==> config.mk <==
export PLATFORM = sky130hd
export DESIGN_NAME = ctl_regbank
export DESIGN_NICKNAME = d
export VERILOG_FILES = /design/src/rtl/ctl_regbank_pkg.sv /design/src/rtl/ctl_cycle_counter.sv /design/src/rtl/ctl_thread_slice.sv /design/src/rtl/ctl_shared_regs.sv /design/src/rtl/ctl_regbank.sv
export SDC_FILE = /design/constraint.sdc
export NUM_CORES = 2
export LEC_CHECK = 0
export BUFFER_PORTS_ARGS = -buffer_cell sky130_fd_sc_hd__buf_2
export CELL_PAD_IN_SITES_DETAIL_PLACEMENT = 0
export CELL_PAD_IN_SITES_GLOBAL_PLACEMENT = 1
export CORE_AREA = 2 2 413 415
export DETAILED_ROUTE_END_ITERATION = 7
export DIE_AREA = 0 0 415 417
export GPL_ROUTABILITY_DRIVEN = 1
export PLACE_DENSITY_LB_ADDON = 0.25
export SLEW_MARGIN = 5
export SYNTH_ARGS = -nofsm -noshare
export SYNTH_HDL_FRONTEND = slang
export SYNTH_SLANG_ARGS = --single-unit
==> constraint.sdc <==
create_clock -name clk -period 2.4 [get_ports clk]
set_clock_uncertainty 0.15 [all_clocks]
set_input_delay 0.12 -clock clk [delete_from_list [all_inputs] [get_ports clk]]
set_output_delay 0.12 -clock clk [all_outputs]
set_load 0.01 [all_outputs]
==> src/rtl/ctl_regbank_pkg.sv <==
package ctl_regbank_pkg;
  localparam int unsigned ID_W = 6;

  typedef enum logic [2:0] {
    TS_IDLE    = 3'd0,
    TS_RUN     = 3'd1,
    TS_DONE    = 3'd2,
    TS_TRAP    = 3'd3,
    TS_BARRIER = 3'd4
  } thr_state_e;

  typedef enum logic [1:0] {
    TC_NONE = 2'd0,
    TC_SPAD = 2'd1,
    TC_LDST = 2'd2
  } trap_cause_e;

  localparam logic [ID_W-1:0] A_TILE   = 6'd0;
  localparam logic [ID_W-1:0] A_CORE   = 6'd1;
  localparam logic [ID_W-1:0] A_TID    = 6'd2;
  localparam logic [ID_W-1:0] A_GID    = 6'd3;
  localparam logic [ID_W-1:0] A_CNTLO  = 6'd4;
  localparam logic [ID_W-1:0] A_CNTHI  = 6'd5;
  localparam logic [ID_W-1:0] A_TEN    = 6'd6;
  localparam logic [ID_W-1:0] A_MISSD  = 6'd7;
  localparam logic [ID_W-1:0] A_MISSI  = 6'd8;
  localparam logic [ID_W-1:0] A_PC     = 6'd9;
  localparam logic [ID_W-1:0] A_CAUSE  = 6'd10;
  localparam logic [ID_W-1:0] A_STATUS = 6'd11;
  localparam logic [ID_W-1:0] A_ARG0   = 6'd12;
  localparam logic [ID_W-1:0] A_ARG1   = 6'd13;
  localparam logic [ID_W-1:0] A_NTHR   = 6'd14;
  localparam logic [ID_W-1:0] A_STALL  = 6'd15;
  localparam logic [ID_W-1:0] A_KERN   = 6'd16;
  localparam logic [ID_W-1:0] A_POLICY = 6'd17;
  localparam logic [ID_W-1:0] A_NCMAP  = 6'd19;
endpackage

==> src/rtl/ctl_cycle_counter.sv <==
module ctl_cycle_counter #(
  parameter int unsigned DATA_W = 32
) (
  input  logic              clk,
  input  logic              rst_n,
  input  logic              snap,
  output logic [DATA_W-1:0] lo,
  output logic [DATA_W-1:0] hi_snap
);
  localparam int unsigned CNT_W = 2 * DATA_W;

  logic [CNT_W-1:0]  cnt_q;
  logic [DATA_W-1:0] hi_q;

  always_ff @(posedge clk or negedge rst_n) begin
    if (!rst_n) begin
      cnt_q <= '0;
      hi_q  <= '0;
    end else begin
      cnt_q <= cnt_q + CNT_W'(1);
      if (snap) hi_q <= cnt_q[CNT_W-1:DATA_W];
    end
  end

  assign lo      = cnt_q[DATA_W-1:0];
  assign hi_snap = hi_q;
endmodule

==> src/rtl/ctl_thread_slice.sv <==
module ctl_thread_slice
  import ctl_regbank_pkg::*;
#(
  parameter int unsigned DATA_W = 32
) (
  input  logic              clk,
  input  logic              rst_n,
  input  logic              st_we,
  input  thr_state_e        st_wval,
  input  logic              trap_ev,
  input  logic              trap_ldst,
  input  logic              stall_ev,
  input  logic              kern_ev,
  output thr_state_e        state,
  output trap_cause_e       cause,
  output logic [DATA_W-1:0] stall_cnt,
  output logic [DATA_W-1:0] kern_cnt
);
  // A trap outranks a same-cycle software status write.
  always_ff @(posedge clk or negedge rst_n) begin
    if (!rst_n) begin
      state <= TS_IDLE;
      cause <= TC_NONE;
    end else if (trap_ev) begin
      state <= TS_TRAP;
      cause <= trap_ldst ? TC_LDST : TC_SPAD;
    end else if (st_we) begin
      state <= st_wval;
    end
  end

  always_ff @(posedge clk or negedge rst_n) begin
    if (!rst_n) begin
      stall_cnt <= '0;
      kern_cnt  <= '0;
    end else begin
      if (stall_ev) stall_cnt <= stall_cnt + DATA_W'(1);
      if (kern_ev)  kern_cnt  <= kern_cnt + DATA_W'(1);
    end
  end
endmodule

==> src/rtl/ctl_shared_regs.sv <==
module ctl_shared_regs
  import ctl_regbank_pkg::*;
#(
  parameter int unsigned DATA_W      = 32,
  parameter int unsigned NUM_THREADS = 8,
  parameter int unsigned NUM_DBG     = 16,
  parameter int unsigned DBG_BASE    = 20
) (
  input  logic                   clk,
  input  logic                   rst_n,
  input  logic                   wr_en,
  input  logic [ID_W-1:0]        wr_id,
  input  logic [DATA_W-1:0]      wr_data,
  input  logic                   miss_d,
  input  logic                   miss_i,
  input  logic [ID_W-1:0]        rd_id,
  output logic                   rd_hit,
  output logic [DATA_W-1:0]      rd_data,
  output logic [NUM_THREADS-1:0] thread_en,
  output logic                   write_through
);
  localparam int unsigned DBG_IDX_W = $clog2(NUM_DBG);
  localparam logic [ID_W-1:0] DBG_LO = ID_W'(DBG_BASE);
  localparam logic [ID_W-1:0] DBG_HI = ID_W'(DBG_BASE + NUM_DBG - 1);

  logic [DATA_W-1:0] arg0_q, arg1_q, ncmap_q, missd_q, missi_q;
  logic [DATA_W-1:0] dbg_q [NUM_DBG];
  logic [DBG_IDX_W-1:0] dbg_idx;

  always_ff @(posedge clk or negedge rst_n) begin
    if (!rst_n) begin
      thread_en     <= '0;
      write_through <= 1'b0;
      arg0_q        <= '0;
      arg1_q        <= '0;
      ncmap_q       <= '0;
    end else if (wr_en) begin
      case (wr_id)
        A_TEN:    thread_en     <= wr_data[NUM_THREADS-1:0];
        A_POLICY: write_through <= wr_data[0];
        A_ARG0:   arg0_q        <= wr_data;
        A_ARG1:   arg1_q        <= wr_data;
        A_NCMAP:  ncmap_q       <= wr_data;
        default:  ;
      endcase
    end
  end

  always_ff @(posedge clk or negedge rst_n) begin
    if (!rst_n) begin
      missd_q <= '0;
      missi_q <= '0;
    end else begin
      if (miss_d) missd_q <= missd_q + DATA_W'(1);
      if (miss_i) missi_q <= missi_q + DATA_W'(1);
    end
  end

  for (genvar g = 0; g < NUM_DBG; g++) begin : g_dbg
    localparam logic [ID_W-1:0] MY_ID = ID_W'(DBG_BASE + g);
    always_ff @(posedge clk or negedge rst_n) begin
      if (!rst_n)                       dbg_q[g] <= '0;
      else if (wr_en && wr_id == MY_ID) dbg_q[g] <= wr_data;
    end
  end

  assign dbg_idx = DBG_IDX_W'(rd_id - DBG_LO);

  always_comb begin
    rd_hit  = 1'b1;
    rd_data = '0;
    if (rd_id >= DBG_LO && rd_id <= DBG_HI) begin
      rd_data = dbg_q[dbg_idx];
    end else begin
      case (rd_id)
        A_TEN:    rd_data = DATA_W'(thread_en);
        A_POLICY: rd_data = DATA_W'(write_through);
        A_ARG0:   rd_data = arg0_q;
        A_ARG1:   rd_data = arg1_q;
        A_NCMAP:  rd_data = ncmap_q;
        A_MISSD:  rd_data = missd_q;
        A_MISSI:  rd_data = missi_q;
        default:  rd_hit  = 1'b0;
      endcase
    end
  end
endmodule

==> src/rtl/ctl_regbank.sv <==
module ctl_regbank
  import ctl_regbank_pkg::*;
#(
  parameter int unsigned DATA_W      = 32,
  parameter int unsigned NUM_THREADS = 8,
  parameter int unsigned TILE_W      = 8,
  parameter int unsigned CORE_W      = 8,
  parameter int unsigned TID_W       = 4,
  parameter int unsigned NUM_DBG     = 16,
  parameter int unsigned DBG_BASE    = 20,
  localparam int unsigned TIDX_W     = $clog2(NUM_THREADS),
  localparam int unsigned ST_W       = 3
) (
  input  logic                          clk,
  input  logic                          rst_n,
  input  logic [TILE_W-1:0]             tile_id_i,
  input  logic [CORE_W-1:0]             core_id_i,
  input  logic                          req_valid,
  output logic                          req_ready,
  input  logic                          req_write,
  input  logic [ID_W-1:0]               req_id,
  input  logic [TIDX_W-1:0]             req_thread,
  input  logic [DATA_W-1:0]             req_wdata,
  output logic                          rsp_valid,
  input  logic                          rsp_ready,
  output logic [DATA_W-1:0]             rsp_rdata,
  input  logic [NUM_THREADS*DATA_W-1:0] pc_i,
  input  logic                          miss_data_i,
  input  logic                          miss_instr_i,
  input  logic [NUM_THREADS-1:0]        stall_i,
  input  logic [NUM_THREADS-1:0]        kernel_i,
  input  logic [NUM_THREADS-1:0]        trap_i,
  input  logic [NUM_THREADS-1:0]        trap_ldst_i,
  output logic                          write_through_o,
  output logic [NUM_THREADS-1:0]        thread_en_o,
  output logic [NUM_THREADS*ST_W-1:0]   thread_status_o
);
  logic wr_acc, rd_acc, st_legal;
  logic sh_hit;
  logic [DATA_W-1:0] sh_data, cnt_lo, cnt_hi, rd_val;

  thr_state_e        st_a    [NUM_THREADS];
  trap_cause_e       cause_a [NUM_THREADS];
  logic [DATA_W-1:0] stall_a [NUM_THREADS];
  logic [DATA_W-1:0] kern_a  [NUM_THREADS];
  logic [DATA_W-1:0] pc_a    [NUM_THREADS];

  assign req_ready = !rsp_valid || rsp_ready;
  assign wr_acc    = req_valid && req_ready && req_write;
  assign rd_acc    = req_valid && req_ready && !req_write;
  assign st_legal  = (req_wdata[DATA_W-1:ST_W] == '0) && (req_wdata[ST_W-1:0] <= 3'd4);

  ctl_cycle_counter #(.DATA_W(DATA_W)) u_cnt (
    .clk     (clk),
    .rst_n   (rst_n),
    .snap    (rd_acc && req_id == A_CNTLO),
    .lo      (cnt_lo),
    .hi_snap (cnt_hi)
  );

  ctl_shared_regs #(
    .DATA_W(DATA_W), .NUM_THREADS(NUM_THREADS),
    .NUM_DBG(NUM_DBG), .DBG_BASE(DBG_BASE)
  ) u_shared (
    .clk           (clk),
    .rst_n         (rst_n),
    .wr_en         (wr_acc),
    .wr_id         (req_id),
    .wr_data       (req_wdata),
    .miss_d        (miss_data_i),
    .miss_i        (miss_instr_i),
    .rd_id         (req_id),
    .rd_hit        (sh_hit),
    .rd_data       (sh_data),
    .thread_en     (thread_en_o),
    .write_through (write_through_o)
  );

  for (genvar g = 0; g < NUM_THREADS; g++) begin : g_thr
    logic we;
    assign we = wr_acc && (req_id == A_STATUS) && st_legal &&
                (req_thread == TIDX_W'(g));
    assign pc_a[g] = pc_i[g*DATA_W +: DATA_W];

    ctl_thread_slice #(.DATA_W(DATA_W)) u_slice (
      .clk       (clk),
      .rst_n     (rst_n),
      .st_we     (we),
      .st_wval   (thr_state_e'(req_wdata[ST_W-1:0])),
      .trap_ev   (trap_i[g]),
      .trap_ldst (trap_ldst_i[g]),
      .stall_ev  (stall_i[g]),
      .kern_ev   (kernel_i[g]),
      .state     (st_a[g]),
      .cause     (cause_a[g]),
      .stall_cnt (stall_a[g]),
      .kern_cnt  (kern_a[g])
    );

    assign thread_status_o[g*ST_W +: ST_W] = st_a[g];
  end

  always_comb begin
    rd_val = '0;
    if (sh_hit) begin
      rd_val = sh_data;
    end else begin
      case (req_id)
        A_TILE:   rd_val = DATA_W'(tile_id_i);
        A_CORE:   rd_val = DATA_W'(core_id_i);
        A_TID:    rd_val = DATA_W'(req_thread);
        A_GID:    rd_val = DATA_W'({tile_id_i, core_id_i, TID_W'(req_thread)});
        A_CNTLO:  rd_val = cnt_lo;
        A_CNTHI:  rd_val = cnt_hi;
        A_PC:     rd_val = pc_a[req_thread];
        A_CAUSE:  rd_val = DATA_W'(cause_a[req_thread]);
        A_STATUS: rd_val = DATA_W'(st_a[req_thread]);
        A_NTHR:   rd_val = DATA_W'(NUM_THREADS);
        A_STALL:  rd_val = stall_a[req_thread];
        A_KERN:   rd_val = kern_a[req_thread];
        default:  rd_val = '0;
      endcase
    end
  end

  always_ff @(posedge clk or negedge rst_n) begin
    if (!rst_n) begin
      rsp_valid <= 1'b0;
      rsp_rdata <= '0;
    end else if (rd_acc) begin
      rsp_valid <= 1'b1;
      rsp_rdata <= rd_val;
    end else if (rsp_ready) begin
      rsp_valid <= 1'b0;
    end
  end
endmodule

Yosys cells after proc, flatten, opt, wreduce, memory -nomap -nowiden
Index checks and enable logic that the tools add are counted.

storage, ports and cells
  flip-flop bits (word level) = 1362
  bits in latches = 0
  bits in writable memories = 0
  bits in read-only memories = 0
  input bits = 352
  memories = 0

operators by class
  $add $sub $neg = 20
  multiply operators = 0
  divide/modulo/power cells = 0
  $lt $le $gt $ge = 5
  eq/ne operators = 41
  shift operators = 0
  mux-type cells = 50
  bitwise gates (word level) = 2
  reduce and logical (&&, ||, !) cells = 53

operators with widths
  cell                     number
  $add A32 B1 Y32 const B  18
  $pmux W32 S12            1
  $mux W32                 10
  $bmux W32 S3             3
  $pmux W32 S7             1
  $bmux W32 S4             1
  $eq A6 B5 Y1 const B     15
  $add A64 B1 Y64 const B  1
  $mux W3                  18
  $eq A6 B4 Y1 const B     8
  $logic_and A1 B1 Y1      32
  $logic_not A29 Y1        1
  $eq A6 B3 Y1 const B     4
  $eq A6 B6 Y1 const B     4
  $mux W2                  10
  $reduce_bool A2 Y1       9
  $eq A3 B3 Y1 const B     4
  $eq A6 B2 Y1 const B     2
  $reduce_and A2 Y1        5
  $bmux W3 S3              1
  $reduce_or A7 Y1         1
  $bmux W2 S3              1
  $eq A3 B2 Y1 const B     2
  $eq A6 B1 Y1 const B     1
  14 further kinds         18

Depth between registers and ports, before layout
  word-level depth = 9
  gate-level depth with buffers = 12

Cells and area by module
From an unflattened synthesis, not the netlist that was laid out.

unflattened totals
  cell total of the unflattened synthesis = 5642
  area, all modules = 69283.9 um^2

modules (own cells, without submodules)
  module             instances  cells an instance  area each (um^2)  sequential area each (um^2)
  ctl_shared_regs    1          2381               31639.1           17041.3
  ctl_thread_slice   8          263                3062.9            1726.7
  ctl_regbank        1          784                8749.6            825.8
  ctl_cycle_counter  1          373                4391.7            2402.3

Worst setup path after synthesis
OpenSTA, ideal clock, no wires.

  kind = input port to flip-flop
  from = input req_id[2]
  to = register rsp_rdata[10]
  data arrival time = 2.726 ns
  path slack = -0.602 ns
  stages = 10
  path buffers = 4
  cell sequence = buf_2 > buf_2 > inv_1 > ha_1 > clkbuf_1 > inv_1 > clkbuf_1 > mux4_2 > a221oi_1 > nor2_1

on the way
  cells in the longest elaborated chain, start to end = 7
  elaborated cells on any way between the ends = 34

ends and longest elaborated chain
  element                                       RTL line               text
  from (decl)                                   ctl_regbank.sv:21      input logic [ID_W-1:0] req_id,
  $sub A4 B3 Y4                                 ctl_shared_regs.sv:67  assign dbg_idx = DBG_IDX_W'(rd_id - DBG_LO);
  $not A4 Y5 (not written as such)              ctl_shared_regs.sv:73  rd_data = dbg_q[dbg_idx];
  $bmux W32 S4                                  ctl_shared_regs.sv:73
  $mux W32 (not written as such) (2 in series)  ctl_shared_regs.sv:73
  $mux W32                                      ctl_shared_regs.sv:72  if (rd_id >= DBG_LO && rd_id <= DBG_HI) begin
  $mux W32 (*)                                  ctl_regbank.sv:105     if (sh_hit) begin
  to (signal assigned)                          ctl_regbank.sv:132     rsp_rdata <= rd_val;
  to (decl)                                     ctl_regbank.sv:26      output logic [DATA_W-1:0] rsp_rdata,

Every way passes the cells marked *; elsewhere a longest branch is shown, timed or not. The select of a mux whose other input is x is not followed.
A chain may end at the register's enable or synchronous reset.

Worst setup path after layout
  from = register g_thr[7].u_slice.stall_cnt[18]
  to = register rsp_rdata[18]

on the way
  cells in the longest elaborated chain, start to end = 5

ends and longest elaborated chain
  element                                       RTL line                text
  from (decl)                                   ctl_thread_slice.sv:16  output logic [DATA_W-1:0] stall_cnt,
  from (signal assigned)                        ctl_thread_slice.sv:37  if (stall_ev) stall_cnt <= stall_cnt + DATA_W'(1);
  $bmux W32 S3                                  ctl_regbank.sv:119      A_STALL: rd_val = stall_a[req_thread];
  $mux W32 (not written as such) (2 in series)  ctl_regbank.sv:119
  $pmux W32 S12                                 ctl_regbank.sv:108      case (req_id)
  $mux W32                                      ctl_regbank.sv:105

Every way passes these cells. The select of a mux whose other input is x is not followed.

==> impl_metrics.csv <==
group,metric,value,unit
finish,multi_input_area,0.0317,mm²
synth,yosysSeqAreaShare,0.509,
power,comb_power_share,0.143,
synth,avgSynthCellArea,13.0,µm²
finish,stdcell_area,0.0837,mm²
synth,synth_cells,5168,
worst_setup_path,start_kind,"flip-flop",
sta,post-route-min-period,2.38,ns
synth,ys_async_sr_fraction,1.00,
synth,yosysWarnings,0,
synth,synth-edff-count,0,
worst_setup_path,r2r_start,"g_thr[7].u_slice.stall_cnt[18]$_DFFE_PN0P_",
worst_setup_path,rrSetupSlack,0.02,ns
synth,synth_area_leaders,"dfrtp_1 (51%), mux2_2 (12%), mux4_2 (11%)",
sta,finalWorstSetupSlack,0.0154,ns
min_path,min_delay_worst_endpoint,"rsp_rdata[4]$_DFFE_PN0P_",
finish,drive_gt1_frac,0.385,
worst_setup_path,crit_type,"flip-flop to flip-flop",
finish,nFillCells,15000,
global_routing,grt_overflow_total,0,
sta,slew_headroom,0.524,
detailed_routing,vias_per_cell,5.55,
synth,synth_top_area_share,0.509,
synth,ys_ff_latch,1362,
synth,syn_nets,5543,
cts,cts_buffer_depth,3,
sta,fmax,0.419,GHz
placement,placed_cells,8149,
cts,numCtsBuffers,154,
placement,placed_area,0.0769,mm²
global_routing,grt_start_max_net_pins,101,
global_routing,grt_pass1_vias,49300,
cts,cts_htree_levels,4,
power,seqPwrFrac,0.451,
run_status,status,"complete, no violations",
finish,nets,6604,
min_path,hold_path_class,"input pin to flip-flop",
global_routing,track_usage,0.252,
detailed_routing,drtIter0Drc,3479,
power,internal_power,43.3,mW
global_routing,grt_first_pass_wirelength,326000,µm
finish,area_delta_synth_final,25.0,%
detailed_routing,drc,0,
power,power,59.0,mW
cts,clock_sinks,1362,
min_path,hold_depth,6,
floorplanning,io_pins,419,
worst_setup_path,required,2.92,ns
flow_run,drv_cap,0,
detailed_routing,finalWirelength,217000,µm
detailed_routing,firstDrtPassIters,6,
cts,cts_tree,"built",
floorplanning,row_count,151,
synth,syn_area,0.0670,mm²
synth,ys.flop_type,"dfrtp_1",
synth,yosysUniqueCellTypes,70,
detailed_routing,num_vias,47600,
finish,regArea,0.0341,mm²
detailed_routing,wl_per_cell,25.3,µm
detailed_routing,antenna_left,0,
min_path,hp-start,"core_id_i[0]",
floorplanning,core,0.169,mm²
sta,timing.final.crit_share,0.994,
sta,rsz0062_at_grt,"yes",
finish,finalNonFillerCells,8576,
worst_setup_path,worstReg2RegEnd,"rsp_rdata[18]$_DFFE_PN0P_",
global_routing,antenna_found_initial,3,
placement,hpwl,162000,µm
power,leakagePower,38.9,nW
worst_setup_path,r2r_cells,6,
floorplanning,start_util,0.397,
power,clkPwrFrac,0.405,
sta,setup_viol,0,
placement,gp_congestion,0.905,
synth,yosys.area.top_type,"dfrtp_1",
power,switching_share,0.267,
floorplanning,die_x,415,µm
cts,clk_latency,0.80,ns
placement,pre_cts_slack,-0.614,ns
worst_setup_path,end_kind,"flip-flop",
worst_setup_path,critPathMaxFanout,5,
sta,slew_violations,0,
floorplanning,die_height,417,µm
sta,finalHoldViolCount,0,
cts,clk_pin_slew,0.06,ns
power,p_sw,15.8,mW
placement,io_buffer_count,418,
sta,worst_pin_slew,0.706,ns
floorplanning,die-area,0.173,mm²
worst_setup_path,worst_ep_arrival_time,2.91,ns
cts,cts_root_buf,"clkbuf_16",
power,powerDensity,705,mW/mm²
power,peakVddDrop,0.000583,V
## cell usage after synthesis (18+ instances only)
cell / count
mux2i_1: 120
a21oi_1: 75
a221oi_1: 62
clkbuf_1: 158
xor2_1: 162
nand4_1: 171
nand3_1: 215
xnor2_1: 457
buf_1: 51
ha_1: 23
and3_1: 97
o21ai_0: 61
a22oi_1: 26
and2_1: 31
and4_1: 68
nor2_1: 226
a222oi_1: 33
dfrtp_1: 1362
mux2_2: 697
mux4_2: 325
nor2b_1: 18
nand2_1: 354
inv_1: 51
nor3_1: 43
buf_2: 89
## power by group through the flow
stage / registers, mW / clock network (mW) / logic [mW]
2_1_floorplan: 26.6 / 0 / 4.34
3_5_place_dp: 27.0 / 0 / 8.26
4_1_cts: 26.6 / 24.5 / 8.51
5_1_grt: 26.9 / 25.4 / 9.18
3_3_place_gp: 27.0 / 0 / 8.11
6_report: 26.7 / 23.9 / 8.45
## area by class of cell
type	count	share of cell area
Clock buffer	224	0.0537
Antenna cell	8	0.000239
Multi-Input combinational cell	3439	0.378
Sequential cell	1362	0.407
Inverter	52	0.00239
Tap cell	2218	0.0331
Timing Repair Buffer	1220	0.118
Clock inverter	53	0.00752
## routing by layer
layer	up-vias	part of all wire	global-route usage
li1	21200	-	-
met3	324	0.044	0.0343
met2	1211	0.49	0.418
met4	0	0.043	0.101
met1	24900	0.43	0.335
met5	-	0	0
## stage by stage
step,utilization,TNS [ns],hold slack (ns)
CTS,0.495,0,0.000518
global route,0.497,-0.117,0.00246
finish,0.497,0,0.0313
global placement,0.456,-23.25,-0.0771
floorplan,-,0,-0.326
detailed placement,0.456,-25.98,-0.0769
## worst max-delay path: stages (launching register included)
cell and delay, ns:
dfrtp_1 0.45, mux4_2 0.58, mux2i_1 0.30, buf_4 0.17, o21ai_0 0.24, o21ai_2 0.29, a21oi_1 0.09
## placed cells by master (no fill, tap or decap), types with 14 or more instances in the layout
cell,synthesis,layout
o211ai_1,15,15
a211o_1,16,16
buf_12,0,109
clkbuf_16,0,157
a222oi_1,33,33
mux2_2,697,696
a22oi_1,26,26
ha_1,23,21
clkinv_2,0,26
and4_1,68,66
dfrtp_1,1362,1361
nand3_1,215,212
nand2_1,354,342
buf_2,89,413
clkbuf_8,0,32
nor2b_1,18,14
xnor2_1,457,457
a21oi_1,75,73
xor2_1,162,162
dlygate4sd3_1,0,129
clkbuf_1,158,35
a221oi_1,62,57
mux4_2,325,325
and3_1,97,95
nor2_1,226,222
nor3_1,43,40
and2_1,31,30
nand4_1,171,171
o21ai_0,61,55
buf_4,15,561
inv_1,51,50
mux2i_1,120,118
## cell families (layout without fill, tap and decap cells)
| family | after synthesis | in the layout | share of synthesized area |
|---|---|---|---|
| fa+ha+maj | 23 | 23 | 0.00430 |
| simple gates | 1298 | 1298 | 0.0998 |
| other cells | 0 | 8 | 0 |
| mux | 1145 | 1145 | 0.245 |
| flops | 1362 | 1362 | 0.509 |
| xor+xnor | 619 | 619 | 0.0809 |
| buf+inv | 367 | 1549 | 0.0233 |
| compound gates | 354 | 354 | 0.0379 |
## what timing repair did
action / 4_1_cts / 5_1_grt
endpoints found under the hold margin: 2330 / 0
gates resized for setup: 22 / 44
hold buffers: 130 / 0
setup buffers: 0 / 13
pin swaps: 5 / 15
endpoints found under the setup margin: 182 / 74
## state kept, by name (all words and copies together) (netlist names), 32 cells and up
name and count:
g_thr.u_slice.kern_cnt 256, g_thr.u_slice.stall_cnt 256, rsp_rdata 32, u_cnt.cnt_q 64, u_cnt.hi_snap 32, u_shared.arg0_q 32, u_shared.arg1_q 32, u_shared.dbg_q 512
u_shared.missd_q 32, u_shared.missi_q 32, u_shared.ncmap_q 32
## worst max-delay path by stage
stage / startpoint / end / slack, ns / depth (start not counted)
6_report: g_thr[7].u_slice.stall_cnt[18]$_DFFE_PN0P_ / rsp_rdata[18]$_DFFE_PN0P_ / 0.02 / 6
5_1_grt: req_wdata[28] / g_thr[2].u_slice.state[2]$_DFFE_PN0P_ / -0.05 / 12
4_1_cts: g_thr[0].u_slice.kern_cnt[4]$_DFFE_PN0P_ / rsp_rdata[4]$_DFFE_PN0P_ / 0.00006 / 8
3_5_place_dp: req_id[2] / rsp_rdata[8]$_DFFE_PN0P_ / -0.61 / 9
3_3_place_gp: req_id[2] / rsp_rdata[8]$_DFFE_PN0P_ / -0.61 / 9
2_1_floorplan: req_id[2] / rsp_rdata[5]$_DFFE_PN0P_ / 0.0006 / 10
(Power assumes the default switching activity.)
